===== src/rtl/lutram_pkg.sv =====
package lutram_pkg;

   localparam int unsigned NUM_PORTS = 4;

   typedef enum logic [1:0] {
      PM_SINGLE      = 2'd0,
      PM_DUAL        = 2'd1,
      PM_SIMPLE_DUAL = 2'd2,
      PM_QUAD        = 2'd3
   } port_mode_e;

   // whether port p (0 = A .. 3 = D) drives read data in mode m
   function automatic bit port_reads(port_mode_e m, int p);
      case (m)
         PM_SINGLE:      return p == 0;
         PM_DUAL:        return p <= 1;
         PM_SIMPLE_DUAL: return p == 1;
         default:        return 1'b1;
      endcase
   endfunction

   function automatic bit separate_writer(port_mode_e m);
      return m == PM_SIMPLE_DUAL;
   endfunction

endpackage


===== src/rtl/lutram_store.sv =====
module lutram_store #(
   parameter int unsigned DATA_W = 1,
   parameter int unsigned DEPTH  = 64,
   parameter int unsigned NPORT  = 4,
   localparam int unsigned ADDR_W = $clog2(DEPTH)
) (
   input  logic                         clk,
   input  logic                         rst_n,
   input  logic                         we,
   input  logic [ADDR_W-1:0]            waddr,
   input  logic [DATA_W-1:0]            wdata,
   input  logic [NPORT-1:0][ADDR_W-1:0] raddr,
   output logic [NPORT-1:0][DATA_W-1:0] rdata
);

   logic [DATA_W-1:0] cells [DEPTH];

   always_ff @(posedge clk) begin
      if (we) cells[waddr] <= wdata;
   end

   for (genvar p = 0; p < NPORT; p++) begin : g_rd
      assign rdata[p] = cells[raddr[p]];
   end


   wr_commit_chk: assert property (@(posedge clk) disable iff (!rst_n)
      we |=> cells[$past(waddr)] == $past(wdata));


   idle_hold_chk: assert property (@(posedge clk) disable iff (!rst_n)
      !we |=> cells[$past(waddr)] == $past(cells[waddr]));

endmodule


===== src/rtl/lutram_rdport.sv =====
module lutram_rdport #(
   parameter int unsigned DATA_W     = 1,
   parameter bit          ACTIVE     = 1'b1,
   parameter bit          REGISTERED = 1'b0
) (
   input  logic              clk,
   input  logic              rst_n,
   input  logic [DATA_W-1:0] rd_in,
   output logic [DATA_W-1:0] rd_out
);

   if (!ACTIVE) begin : g_off
      logic unused_sink;
      assign unused_sink = ^{clk, rst_n, rd_in};
      assign rd_out = '0;
   end else if (REGISTERED) begin : g_reg
      always_ff @(posedge clk or negedge rst_n) begin
         if (!rst_n) rd_out <= '0;
         else        rd_out <= rd_in;
      end


      reg_follow_chk: assert property (@(posedge clk) disable iff (!rst_n)
         rst_n && $past(rst_n) |-> rd_out == $past(rd_in));


      reg_clear_chk: assert property (@(posedge clk)
         !rst_n |-> rd_out == '0);
   end else begin : g_comb
      logic unused_sink;
      assign unused_sink = ^{clk, rst_n};
      assign rd_out = rd_in;
   end

endmodule


===== src/rtl/lutram_multiport.sv =====
module lutram_multiport #(
   parameter int unsigned            DATA_W    = 1,
   parameter int unsigned            DEPTH     = 64,
   parameter lutram_pkg::port_mode_e PORT_MODE = lutram_pkg::PM_QUAD,
   parameter logic [3:0]             OUT_REG   = 4'b0000,
   localparam int unsigned           ADDR_W    = $clog2(DEPTH)
) (
   input  logic              clk,
   input  logic              rst_n,
   input  logic              we,
   input  logic [ADDR_W-1:0] wr_addr,
   input  logic [DATA_W-1:0] wr_data,
   input  logic [ADDR_W-1:0] addr_a,
   input  logic [ADDR_W-1:0] addr_b,
   input  logic [ADDR_W-1:0] addr_c,
   input  logic [ADDR_W-1:0] addr_d,
   output logic [DATA_W-1:0] dout_a,
   output logic [DATA_W-1:0] dout_b,
   output logic [DATA_W-1:0] dout_c,
   output logic [DATA_W-1:0] dout_d
);
   import lutram_pkg::*;

   localparam int unsigned NP = NUM_PORTS;

   // elaboration-time parameter checks
   if (DATA_W < 1) begin : g_bad_width
      $error("lutram_multiport: DATA_W must be at least 1");
   end
   if (DEPTH < 2 || (DEPTH & (DEPTH - 1)) != 0) begin : g_bad_depth
      $error("lutram_multiport: DEPTH must be a power of two, 2 or more");
   end

   logic [ADDR_W-1:0]            waddr_sel;
   logic [NP-1:0][ADDR_W-1:0]    raddr_v;
   logic [NP-1:0][DATA_W-1:0]    rdata_v;
   logic [NP-1:0][DATA_W-1:0]    dout_v;

   if (separate_writer(PORT_MODE)) begin : g_wsep
      assign waddr_sel = wr_addr;
   end else begin : g_wa
      logic unused_sink;
      assign unused_sink = ^wr_addr;
      assign waddr_sel = addr_a;
   end

   assign raddr_v = {addr_d, addr_c, addr_b, addr_a};

   lutram_store #(
      .DATA_W (DATA_W),
      .DEPTH  (DEPTH),
      .NPORT  (NP)
   ) u_store (
      .clk   (clk),
      .rst_n (rst_n),
      .we    (we),
      .waddr (waddr_sel),
      .wdata (wr_data),
      .raddr (raddr_v),
      .rdata (rdata_v)
   );

   for (genvar p = 0; p < NP; p++) begin : g_port
      lutram_rdport #(
         .DATA_W     (DATA_W),
         .ACTIVE     (port_reads(PORT_MODE, p)),
         .REGISTERED (OUT_REG[p])
      ) u_rd (
         .clk    (clk),
         .rst_n  (rst_n),
         .rd_in  (rdata_v[p]),
         .rd_out (dout_v[p])
      );
   end

   assign dout_a = dout_v[0];
   assign dout_b = dout_v[1];
   assign dout_c = dout_v[2];
   assign dout_d = dout_v[3];

   if (port_reads(PORT_MODE, 1) && !OUT_REG[1]) begin : g_fwd

      fwd_new_chk: assert property (@(posedge clk) disable iff (!rst_n)
         $past(we) && addr_b == $past(waddr_sel) |-> dout_b == $past(wr_data));
   end

   if (!port_reads(PORT_MODE, 3)) begin : g_idle_d

      idle_zero_chk: assert property (@(posedge clk) disable iff (!rst_n)
         dout_d == '0 && $stable(dout_d));
   end

endmodule


===== config.mk =====
export PLATFORM = sky130hd
export DESIGN_NAME = lutram_multiport
export DESIGN_NICKNAME = d
export VERILOG_FILES = /design/src/rtl/lutram_pkg.sv /design/src/rtl/lutram_store.sv /design/src/rtl/lutram_rdport.sv /design/src/rtl/lutram_multiport.sv
export SDC_FILE = /design/constraint.sdc
export NUM_CORES = 1
export LEC_CHECK = 0
export BUFFER_PORTS_ARGS = -buffer_cell sky130_fd_sc_hd__buf_2
export CORE_ASPECT_RATIO = 2
export CORE_MARGIN = 4
export CORE_UTILIZATION = 30
export CTS_BUF_LIST = sky130_fd_sc_hd__clkbuf_8
export DETAILED_ROUTE_END_ITERATION = 8
export GPL_TIMING_DRIVEN = 0
export PLACE_DENSITY = 0.5
export SYNTH_ARGS = -nofsm -noshare
export SYNTH_HDL_FRONTEND = slang
export SYNTH_SLANG_ARGS = --single-unit

===== constraint.sdc =====
create_clock -name clk -period 2.9 [get_ports clk]
set_input_delay 0.58 -clock clk [delete_from_list [all_inputs] [get_ports clk]]
set_output_delay 0.58 -clock clk [all_outputs]
set_load 0.05 [all_outputs]

### After elaboration in Yosys (flattened, before gate mapping)

Memory sizes are Yosys's and may differ from the RTL's.
Index checks and enable logic that the tools add are counted.

* register bits after elaboration: 0
* output and inout bits: 4
* bits of input ports: 34
* memories: 1
* bits in writable memories: 64
* word-level logic and storage cells: 3

* muxes and demuxes: 2

Memory list
* u_store.cells: depth 64, bits a word 1, read ports 4, clocked after memory_dff 0, wr ports 1, RTL line lutram_store.sv:16 `logic [DATA_W-1:0] cells [DEPTH];`

Operators with widths (number)
* $mux 1: 2

### Depth between registers and ports, before layout

Gate-level depths: netlist of run 1.

* depth after elaboration: 2
* gate-level depth with buffers: 8
* gate-level depth less buffers: 5

### Modules after synthesis

A second synthesis of run 1 with hierarchy kept.

* cell total of the unflattened synthesis: 331
* area total of the unflattened synthesis: 4665.7 um2

By module, submodules not included
* lutram_store: times used 1, sequential area each 1921.8 um2, area an instance 4635.7 um2, cells an instance 327
* lutram_rdport: times used 4, sequential area each 0.0 um2, area an instance 7.5 um2, cells an instance 1

### Least setup slack after synthesis of run 1

OpenSTA, ideal clock, no wires.

* kind: input-to-output
* start point: input addr_b[0]
* end point: output dout_b
* required time: 2.320 ns
* buffers on the path: 2
* setup slack: -0.243 ns
* cell stages on the path: 7
* arrival time: 2.563 ns
* cells stage by stage: buf_2 > buf_4 > mux4_2 > nand3_1 > nand4_1 > nand2_1 > o21ai_0

* longest elaborated chain between the ends: 1

RTL lines
* start: declaration: RTL line lutram_multiport.sv:14 `input logic [ADDR_W-1:0] addr_b,`
* $mem_v2 64x1
* end: declaration: RTL line lutram_multiport.sv:18 `output logic [DATA_W-1:0] dout_b,`

Every way passes these cells.

### Worst setup path in the final report of run 1

* start point: input addr_d[1]
* end point: output dout_d

* longest elaborated chain between the ends: 1

RTL lines
* start: declaration: RTL line lutram_multiport.sv:16 `input logic [ADDR_W-1:0] addr_d,`
* $mem_v2 64x1
* end: declaration: RTL line lutram_multiport.sv:20 `output logic [DATA_W-1:0] dout_d`

Every way passes these cells.

==> impl_summary.txt, run 1 <==
----------------------------------------------------
[Die]
  Placeable core area ... about 15,000 sq um
  Vertical die dimension ... 181 um
  Die ar. ... 17,100 sq um
  Starting density of the core ... 0.305
  Number of cell rows ... between 60 and 70
  I/O pin total ... 38
  Die outline width ... 94.5 um

[Logic synthesis]
  Post-synth top flop ... edfxtp_1
  Largest area contributor in the synthesized netlist ... edfxtp_1
  Sequential-to-total area share from yosys stat ... 0.428
  Number of enable flip-flop cells after synthesis ... 64
  Number of flip-flops and latches in the synthesized netlist ... 64
  Most common cell in the synthesized netlist ... nor2_1
  Synth area leaders ... edfxtp_1 (43%), mux4_2 (20%), mux4_1 (9.4%)
  Fraction of post-synthesis cell area in the top cell type by area ... 0.428
  Synthesized instance count ... 338
  Avg Cell Area, Syn ... 13.3 sq um
  Number of warning messages in the yosys log ... 0
  Unique cell type count in the Yosys netlist ... 42
  Netlist area before placement ... 4490 sq um
  Syn Nets ... roughly 370
  Most used standard cells in the synthesized netlist ... nor2_1 (69), edfxtp_1 (64), mux4_2 (40), mux4_1 (16), nand2_1 (15)
  Fraction of registers with async set/reset ... 0

[Route]
  Drc violations ... 0
  Total via count after detailed routing ... approximately 3.2k
  Detailed-router iteration count before antenna repair ... 5
  Via density ... 5.66
  Starting DRT DRC Count ... 419
  Wire per inst ... 24.2 um
  Post-route antenna net violation count ... 0
  Routed Wire Length ... 13.9 mm

[Layout]
  Ant. Diodes ... 0
  Multi-input gate area ... 2470 sq um
  Fraction of layout instances using a drive strength above 1 ... 0.310
  Register name with the most flops ... u_store.cells
  Combined flip-flop and latch cell area ... 1920 sq um
  Area of all placed cells without fillers ... 5190 sq um
  Layout overhead on the synthesized area ... 15.6%
  Registers with the most flip-flops ... u_store.cells (64)
  Filler cell count ... 1,462
  Final #Nets ... roughly 410
  Number of flip-flops in the largest register ... 64

[Pwr]
  Switching fraction of total power ... 0.258
  Comb power frac ... 0.187
  Total design power ... 0.00213 W
  Portion of total power attributed to the clock network ... 0.330
  Peak supply drop ... 0.205 mV
  Cell leakage power ... approximately 1.7 nW
  Power Dens Cells ... 411 nW/um^2
  Switch Pwr ... 0.000551 W
  Internal portion of total power ... about 0.0016 W
  Sequential fraction of design power ... 0.484

[Placement]
  Final HPWL from detailed placement ... ~11 mm
  Standard cell area after detailed placement ... 4840 sq um
  Number of port buffers ... 21
  GP Congestion ... 0.878

[Critical path]
  Critical path required time ... 2.32 ns
  Highest net fanout along the worst path ... 7
  Data arrival time of the critical path ... 2.28 ns
  Kind of capture point of the worst setup path ... output port
  Critical path type ... input pin to output port
  Sort of element at the start of the critical path ... input pin

[Clocking]
  Clock tree from TritonCTS ... done
  Clock-pin slew on the worst setup and hold paths ... 0.06 ns
  Master cell of the clock root buffer ... clkbuf_8
  H-tree levels ... 3
  Inserted Clock Buffers ... 9
  Max Buffers Root-to-Sink ... 2
  Clock sink count ... 64

[Timing]
  Actual slew at the worst max-slew pin ... 0.971 ns
  Number of pins with negative max-slew slack in the final report ... 0
  Final number of hold-violating endpoints ... 0
  Final critical-path required period ... 2.86 ns
  Relative slew slack ... 0.353
  Total of endpoints with negative setup slack in the final report ... 0
  Final period utilization ... 0.985
  F_max ... ~0.35 GHz

[GRT]
  Number of global-route vias before repair ... 3,399
  Maximum number of pins on one net before global-route repair ... 65
  Global router's overall resource usage ... 0.168
  Initial antenna violation count ... 0
  Wire length of the first global-routing pass ... ~21 mm
  GRT Residual Overflow ... 0

[Worst hold path]
  HP Class ... input pin to register
  Number of cells traversed by the worst hold path ... 3

[Flow run]
  Number of maximum-capacitance violations ... 0

[Status]
  Outcome ... completed

----------------------------------------------------
-- layer usage --
| layer | wire length (um) | track usage | vias to the layer above |
|---|---|---|---|
| li1 | - | - | 1457 |
| met1 | 4460 | 0.158 | 1628 |
| met2 | 8020 | 0.319 | 107 |
| met3 | 425 | 0.0192 | 43 |
| met4 | 954 | 0.122 | 0 |
| met5 | 0 | 0 | - |
-- path summary, 6_finish.rpt --
| kind | slack (ns) | endpoint | start |
|---|---|---|---|
| setup / recovery | 0.04 | dout_d | addr_d[1] |
| hold / removal | 0.96 | u_store.cells[27] | addr_a[3] |
-- area by class of cell --
type / instances / share of cell area
well taps: 195 / 0.0470
multi-input cells: 246 / 0.477
clock inverters: 7 / 0.0106
inverters: 2 / 0.00145
repair buffers: 23 / 0.0277
clock buffers: 9 / 0.0239
plain buffers: 26 / 0.0417
flip-flops and latches: 64 / 0.370
-- critical path: stages --
cell and delay (ns):
buf_4 0.12, buf_8 0.14, mux4_1 0.54, mux2_4 0.30
o22a_1 0.22, a31o_1 0.22, buf_6 0.15
-- cell families after synthesis --
kind of cell | count (synthesis) | share of synthesized area
buf+inv | 28 | 0.0340
compound gates | 52 | 0.0842
flops | 64 | 0.428
simple gates | 123 | 0.123
mux | 71 | 0.331
-- cell usage in the layout, fill, tap and decap left out, types with 2 or more instances in the layout --
master	instances
mux2i_1	3
buf_8	4
nand4_1	2
nor2b_1	10
o22ai_2	2
or2_2	2
clkbuf_4	2
a21oi_1	6
o22a_1	6
nand3_1	11
clkbuf_8	9
buf_12	2
and3_1	2
o221ai_1	2
mux4_1	16
nand3b_1	3
o22ai_1	6
buf_6	5
nor2_1	68
o21ai_0	3
a22oi_1	6
a31o_1	2
clkinv_2	2
nand2b_1	4
a31oi_1	2
inv_1	4
clkbuf_2	3
a2111oi_0	2
mux2_4	4
a221oi_1	4
buf_4	7
clkinv_1	2
mux4_2	40
clkbuf_1	6
mux2_2	7
a211oi_2	2
edfxtp_1	64
nand2_1	15
buf_2	19
-- metrics by stage --
step / setup TNS (ns) / utilization / setup WS, ns / hold WS [ns] / instances
floorplan: 0 / - / 0.0330 / 0.679 / 338
global placement: -1.31 / 0.329 / -0.580 / 1.29 / 554
detailed placement: -1.26 / 0.329 / -0.544 / 1.30 / 554
CTS: 0 / 0.347 / 0.0127 / 0.944 / 572
global route: -0.00587 / 0.352 / -0.00587 / 1.00 / 572
finish: 0 / 0.352 / 0.0443 / 0.964 / 572
-- repair_timing --
action                     CTS  global route
buffers inserted             2             0
pin swaps                    1             0
hold endpoints to repair     0             0
resized for setup           27            18
setup endpoints to repair    4             4
hold buffers                 0             0
-- power groups by stage --
stage	sequential, W	combinational, W	clock [W]
after global placement	0.00105	0.000365	0
after detailed placement	0.00105	0.000368	0
final	0.00103	0.000399	0.000703
after CTS	0.00103	0.000388	0.000717
after global routing	0.00103	0.000424	0.000758
after floorplan	0.00105	0.000249	0
No activity file was read; power rests on OpenSTA's default activity.
==> inputs of run 2 (changes only) <==
--- a/config.mk
+++ b/config.mk
@@ -8,11 +8,11 @@
 export BUFFER_PORTS_ARGS = -buffer_cell sky130_fd_sc_hd__buf_2
 export CORE_ASPECT_RATIO = 2
 export CORE_MARGIN = 4
-export CORE_UTILIZATION = 30
+export CORE_UTILIZATION = 55
 export CTS_BUF_LIST = sky130_fd_sc_hd__clkbuf_8
 export DETAILED_ROUTE_END_ITERATION = 8
-export GPL_TIMING_DRIVEN = 0
-export PLACE_DENSITY = 0.5
+export PLACE_DENSITY = 0.78
 export SYNTH_ARGS = -nofsm -noshare
 export SYNTH_HDL_FRONTEND = slang
 export SYNTH_SLANG_ARGS = --single-unit
+export TNS_END_PERCENT = 20
==> run 2 against run 1 <==
Compared with the run above:
- core utilization grew 29 points
- first-iteration DRC count grew 6.9%
- non-clock buffer count grew 13
- die area shrank 43%
- critical path depth shrank 1
- setup slack lost 0.043 ns
- global-route usage grew 8.7 points
- worst hold slack lost 0.076 ns
- total power shrank 1.8%
- critical path type is now register to output port
- largest cell class unchanged
==> impl_summary.txt, run 2 (same netlist as run 1, synthesis figures left out) <==
----------------------------------------------------
[Layout]
  Fraction of layout instances using a drive strength above 1 ... 0.338 (+0.0281)
  Ant. Diodes ... 0 (unchanged)
  Most common cell after layout, fill and taps aside ... nor2_1
  Final #Nets ... 419 (+3.2%)
  Number of flip-flops in the largest register ... 64 (unchanged)
  Layout Utilization ... 0.643 (+0.291)
  Registers with the most flip-flops ... u_store.cells (64)
  Most frequent cells in the layout ... nor2_1 (69), edfxtp_1 (64), mux4_2 (40), buf_4 (32), buf_2 (24)
  Layout overhead on the synthesized area ... 13.8%
  Register name with the most flops ... u_store.cells

[Pwr]
  Cell leakage power ... 1.72 nW (+3.3%)
  Total design power ... 0.00209 W (-1.8%)
  Power Dens Cells ... 410 nW/um^2 (-0.21%)
  Peak supply drop ... 0.347 mV (+69%)

[Placement]
  Final HPWL from detailed placement ... 9.13 mm (-18%)
  Number of port buffers ... 30 (+43%)
  GP Congestion ... 0.975 (+11%)

[Die]
  Die outline width ... 71.9 um (-24%)
  Placeable core area ... 7940 sq um (-46%)
  Starting density of the core ... 0.565 (+0.261)
  I/O pin total ... 38 (unchanged)
  Vertical die dimension ... 136 um (-25%)
  Die ar. ... 9760 sq um (-43%)
  Number of cell rows ... 46 (-27%)

[Clocking]
  Clock tree from TritonCTS ... done
  Clock-pin slew on the worst setup and hold paths ... 0.06 ns (about the same)
  Master cell of the clock root buffer ... clkbuf_8
  Max Buffers Root-to-Sink ... 2 (unchanged)
  Inserted Clock Buffers ... 9 (unchanged)
  Clock sink count ... 64 (unchanged)
  H-tree levels ... 3 (unchanged)

[Route]
  Wire per inst ... 24.1 um (-0.66%)
  Total via count after detailed routing ... 3,354 (+3.7%)
  Starting DRT DRC Count ... 448 (+6.9%)
  Post-route antenna net violation count ... 0 (unchanged)
  Routed Wire Length ... 11.7 mm (-16%)
  Drc violations ... 0 (unchanged)
  Via density ... 6.90 (+22%)
  Detailed-router iteration count before antenna repair ... 4 (-1)

[Critical path]
  Kind of capture point of the worst setup path ... output port
  Worst setup path endpoint ... dout_a
  Highest net fanout along the worst path ... 4 (-3)
  Critical path required time ... 2.32 ns (about the same)
  Sort of element at the start of the critical path ... register
  Data arrival time of the critical path ... 2.32 ns (+0.04 ns)
  Critical path type ... register to output port
  Critical Path Source ... u_store.cells[55]

[GRT]
  Number of global-route vias before repair ... 3,379 (-0.59%)
  Wire length of the first global-routing pass ... 18.2 mm (-12%)
  Initial antenna violation count ... 0 (unchanged)
  GRT Residual Overflow ... 0 (unchanged)
  Maximum number of pins on one net before global-route repair ... 65 (unchanged)
  Global router's overall resource usage ... 0.255 (+0.0868)

[Timing]
  Final number of hold-violating endpoints ... 0 (unchanged)
  Total of endpoints with negative setup slack in the final report ... 0 (unchanged)
  F_max ... 0.345 GHz (-1.5%)
  Final critical-path required period ... 2.90 ns (+0.0428 ns)
  Relative slew slack ... 0.395 (+0.0418)
  Final period utilization ... 0.999 (+0.0148)
  Actual slew at the worst max-slew pin ... 0.908 ns (-0.0626 ns)
  Number of pins with negative max-slew slack in the final report ... 0 (unchanged)
  Setup repair after global routing missed its margin ... true

[Status]
  Outcome ... completed

[Worst hold path]
  HP Class ... input pin to register

[Flow run]
  Number of maximum-capacitance violations ... 0 (unchanged)

----------------------------------------------------
## run 2: changes by cell type in the layout (fill, tap and decap cells not counted), sizes merged
cell	delta
buf	+22
clkbuf	-9
## run 2: repair_timing
action	CTS	global route
hold buffers	0	0
setup buffers	6	0
pin swaps	2	2
gates cloned	0	0
endpoints found under the setup margin	2	4
gates resized for setup	6	11
## run 2: metal layers
| layer | track usage | vias up | share of wire |
|---|---|---|---|
| met4 | 0.199 | 0 | 0.072 |
| met1 | 0.290 | 1661 | 0.34 |
| met2 | 0.430 | 164 | 0.54 |
| li1 | - | 1484 | - |
| met5 | 0 | - | 0 |
| met3 | 0.0245 | 45 | 0.045 |
## run 2: worst min path at each step
stage / cells after the start / slack [ns] / to / from
after CTS: 4 / 0.88 / u_store.cells[27] / addr_a[3]
after global placement: 3 / 1.22 / u_store.cells[20] / addr_a[4]
final: 4 / 0.89 / u_store.cells[27] / addr_a[3]
after detailed placement: 4 / 1.23 / u_store.cells[28] / addr_a[3]
after global routing: 4 / 0.90 / u_store.cells[28] / addr_a[3]
after floorplan: 0 / 0.68 / u_store.cells[0] / wr_data
## run 2: power breakdown
group          internal (W)  switching [W]  total, W  leakage [nW]
logic              0.000173       0.000204  0.000377          1.04
registers           0.00102     0.00000602   0.00103         0.576
clock network      0.000381       0.000306  0.000687         0.100
## run 2: layout make-up
| cell class | instances | area, sq um |
|---|---|---|
| repair buffers | 62 | 438 |
| well taps | 96 | 120 |
| clock buffers | 9 | 124 |
| flip-flops and latches | 64 | 1920 |
| multi-input cells | 246 | 2440 |
| clock inverters | 7 | 55.1 |
| inverters | 2 | 7.51 |
| fillers | 610 | 2840 |
## run 2: metrics by stage
stage / hold WS [ns] / setup slack, ns / setup TNS, ns / cells / area (sq um)
global placement: 1.22 / -0.150 / -0.150 / 464 / 4820
floorplan: 0.679 / -0.114 / -0.114 / 338 / 4490
detailed placement: 1.23 / -0.145 / -0.162 / 464 / 4820
CTS: 0.878 / -0.0149 / -0.0149 / 486 / 5070
global route: 0.895 / -0.0471 / -0.0992 / 486 / 5110
finish: 0.887 / 0.00153 / 0 / 486 / 5110
## run 2: critical path: stages (launching register included)
cell and delay, ns:
edfxtp_1 0.45, mux4_2 0.50, mux2i_1 0.20, o22ai_2 0.12, nor4_2 0.28, o2111ai_1 0.20, buf_4 0.24
==> inputs of run 3 (changes only) <==
--- a/config.mk
+++ b/config.mk
@@ -6,12 +6,14 @@
 export NUM_CORES = 1
 export LEC_CHECK = 0
 export BUFFER_PORTS_ARGS = -buffer_cell sky130_fd_sc_hd__buf_2
+export CELL_PAD_IN_SITES_DETAIL_PLACEMENT = 0
+export CELL_PAD_IN_SITES_GLOBAL_PLACEMENT = 1
 export CORE_ASPECT_RATIO = 2
 export CORE_MARGIN = 4
-export CORE_UTILIZATION = 55
+export CORE_UTILIZATION = 52
 export CTS_BUF_LIST = sky130_fd_sc_hd__clkbuf_8
 export DETAILED_ROUTE_END_ITERATION = 8
-export PLACE_DENSITY = 0.78
+export PLACE_DENSITY = 0.87
 export SYNTH_ARGS = -nofsm -noshare
 export SYNTH_HDL_FRONTEND = slang
 export SYNTH_SLANG_ARGS = --single-unit
==> run 3 against run 2 <==
Compared with the run above:
- total power is 4.1% lower
- routed wire length increased by 2.8%
- via count rose by 1.1%
- die area increased by 5.3%
- clock power is 15% lower
- sequential power hardly changed
- setup slack better by 0.025 ns
- final cell count up 2.1%
- critical path type unchanged
- largest power group unchanged
==> impl_summary.txt, run 3 (same netlist as run 1, synthesis figures left out) <==
----------------------------------------------------
[Status]
  Outcome ... completed

[Route]
  Total via count after detailed routing ... 3,390 (+1.1%)
  Via density ... 6.83 (-0.96%)
  Post-route antenna net violation count ... 0 (unchanged)
  Drc violations ... 0 (unchanged)
  Detailed-router iteration count before antenna repair ... 6 (+2)
  Routed Wire Length ... 12.0 mm (+2.8%)
  Wire per inst ... 24.3 um (+0.70%)
  Starting DRT DRC Count ... 425 (-5.1%)

[Die]
  I/O pin total ... 38 (unchanged)
  Die outline width ... 73.7 um (+2.5%)
  Number of cell rows ... 47 (+2.2%)
  Starting density of the core ... 0.538 (-0.0276)
  Die ar. ... 10,300 sq um (+5.3%)
  Vertical die dimension ... 139 um (+2.7%)
  Placeable core area ... 8350 sq um (+5.1%)

[Worst hold path]
  End of the worst hold path ... u_store.cells[17]
  Number of cells traversed by the worst hold path ... 4 (unchanged)
  Hold Path Origin ... addr_a[4]
  HP Class ... input pin to register

[Clocking]
  Inserted Clock Buffers ... 9 (unchanged)
  H-tree levels ... 3 (unchanged)
  Max Buffers Root-to-Sink ... 2 (unchanged)
  Master cell of the clock root buffer ... clkbuf_8
  Clock tree from TritonCTS ... done
  Clock sink count ... 64 (unchanged)
  Clock-pin slew on the worst setup and hold paths ... 0.06 ns (about the same)

[Placement]
  Final HPWL from detailed placement ... 9.30 mm (+1.8%)
  GP Congestion ... 1.04 (+6.4%)
  Number of port buffers ... 30 (unchanged)

[Timing]
  Number of pins with negative max-slew slack in the final report ... 0 (unchanged)
  Final critical-path required period ... 2.87 ns (-0.0253 ns)
  Final period utilization ... 0.991 (-0.00874)
  Total of endpoints with negative setup slack in the final report ... 0 (unchanged)
  F_max ... 0.348 GHz (+0.88%)
  Actual slew at the worst max-slew pin ... 0.955 ns (+0.0469 ns)
  Final number of hold-violating endpoints ... 0 (unchanged)
  Relative slew slack ... 0.363 (-0.0312)

[Layout]
  Filler cell count ... 655 (+7.4%)
  Fraction of layout instances using a drive strength above 1 ... 0.362 (+0.0233)
  Registers with the most flip-flops ... u_store.cells (64)
  Number of flip-flops in the largest register ... 64 (unchanged)
  Most common cell after layout, fill and taps aside ... nor2_1
  Most frequent cells in the layout ... nor2_1 (69), edfxtp_1 (64), mux4_2 (41), buf_4 (41), buf_2 (21)
  Layout Utilization ... 0.621 (-0.0224)
  Ant. Diodes ... 0 (unchanged)
  Final #Nets ... 429 (+2.4%)
  Register name with the most flops ... u_store.cells
  Layout overhead on the synthesized area ... 15.4%

[Critical path]
  Kind of capture point of the worst setup path ... output port
  Highest net fanout along the worst path ... 3 (-1)
  Sort of element at the start of the critical path ... register
  Critical path type ... register to output port
  Critical path required time ... 2.32 ns (about the same)
  Data arrival time of the critical path ... 2.29 ns (-0.03 ns)

[Pwr]
  Internal portion of total power ... 0.00149 W (-5.4%)
  Cell leakage power ... 1.75 nW (+2.1%)
  Portion of total power attributed to the clock network ... 0.292 (-0.036)
  Sequential fraction of design power ... 0.513 (+0.021)
  Power Dens Cells ... 387 nW/um^2 (-5.5%)
  Switching fraction of total power ... 0.256 (+0.0101)
  Peak supply drop ... 0.384 mV (+11%)
  Switch Pwr ... 0.000515 W (-0.23%)
  Comb power frac ... 0.195 (+0.015)
  Total design power ... 0.00201 W (-4.1%)

[GRT]
  Maximum number of pins on one net before global-route repair ... 65 (unchanged)
  Wire length of the first global-routing pass ... 18.4 mm (+1.0%)
  Global router's overall resource usage ... 0.246 (-0.00870)
  GRT Residual Overflow ... 0 (unchanged)
  Initial antenna violation count ... 0 (unchanged)
  Number of global-route vias before repair ... 3,375 (-0.12%)

[Flow run]
  Number of maximum-capacitance violations ... 0 (unchanged)

----------------------------------------------------
run 3: what timing repair did:
| action | 4_1_cts | 5_1_grt |
|---|---|---|
| buffers inserted | 13 | 0 |
| pin swaps | 2 | 2 |
| setup endpoints to repair | 2 | 4 |
| resized for setup | 7 | 21 |
| hold buffers | 0 | 0 |
run 3: cell type report:
cell class                 instances  area, sq um  share of cell area
multi-input combinational        246         2460               0.475
sequential                        64         1920               0.371
timing repair buffer              72          523               0.101
clock buffer                       9          124              0.0239
tap                               98          123              0.0237
clock inverter                     5         20.0             0.00386
inverter                           2         7.51             0.00145
run 3: worst max-delay path: stages, from the launching register on:
cell and delay, ns:
edfxtp_1 0.44, buf_4 0.17, mux4_1 0.47, mux2_2 0.30
o22a_1 0.21, a31o_1 0.21, buf_6 0.15
run 3: through the flow:
stage	setup slack [ns]	cell area (sq um)	cells	setup TNS [ns]	hold WS, ns
after floorplan	-0.114	4490	338	-0.114	0.679
after global placement	-0.152	4850	469	-0.152	1.20
after detailed placement	-0.207	4850	469	-0.210	1.23
after CTS	0.00858	5120	496	0	0.868
after global routing	-0.0122	5180	496	-0.0122	0.897
final	0.0269	5180	496	0	0.881
run 3: worst max-delay path by stage:
stage	endpoint	start	depth (start not counted)
global placement	dout_a	addr_a[0]	7
detailed placement	dout_a	addr_a[0]	7
finish	dout_d	u_store.cells[55]	6
CTS	dout_c	addr_c[0]	7
global route	dout_d	u_store.cells[1]	7
floorplan	dout_a	addr_a[0]	8
run 3: layer usage:
layer  wire [um]  GRT usage  share of wire
met5           0          0              0
met1        4040      0.273           0.34
met2        6660      0.422           0.55
met4         801      0.167          0.067
met3         527     0.0303          0.044
run 3: power groups by stage:
stage,clock [W],sequential [W],combinational [W]
floorplan,0,0.00105,0.000247
global placement,0,0.00105,0.000360
detailed placement,0,0.00105,0.000364
CTS,0.000598,0.00103,0.000374
global route,0.000639,0.00103,0.000417
finish,0.000585,0.00103,0.000392
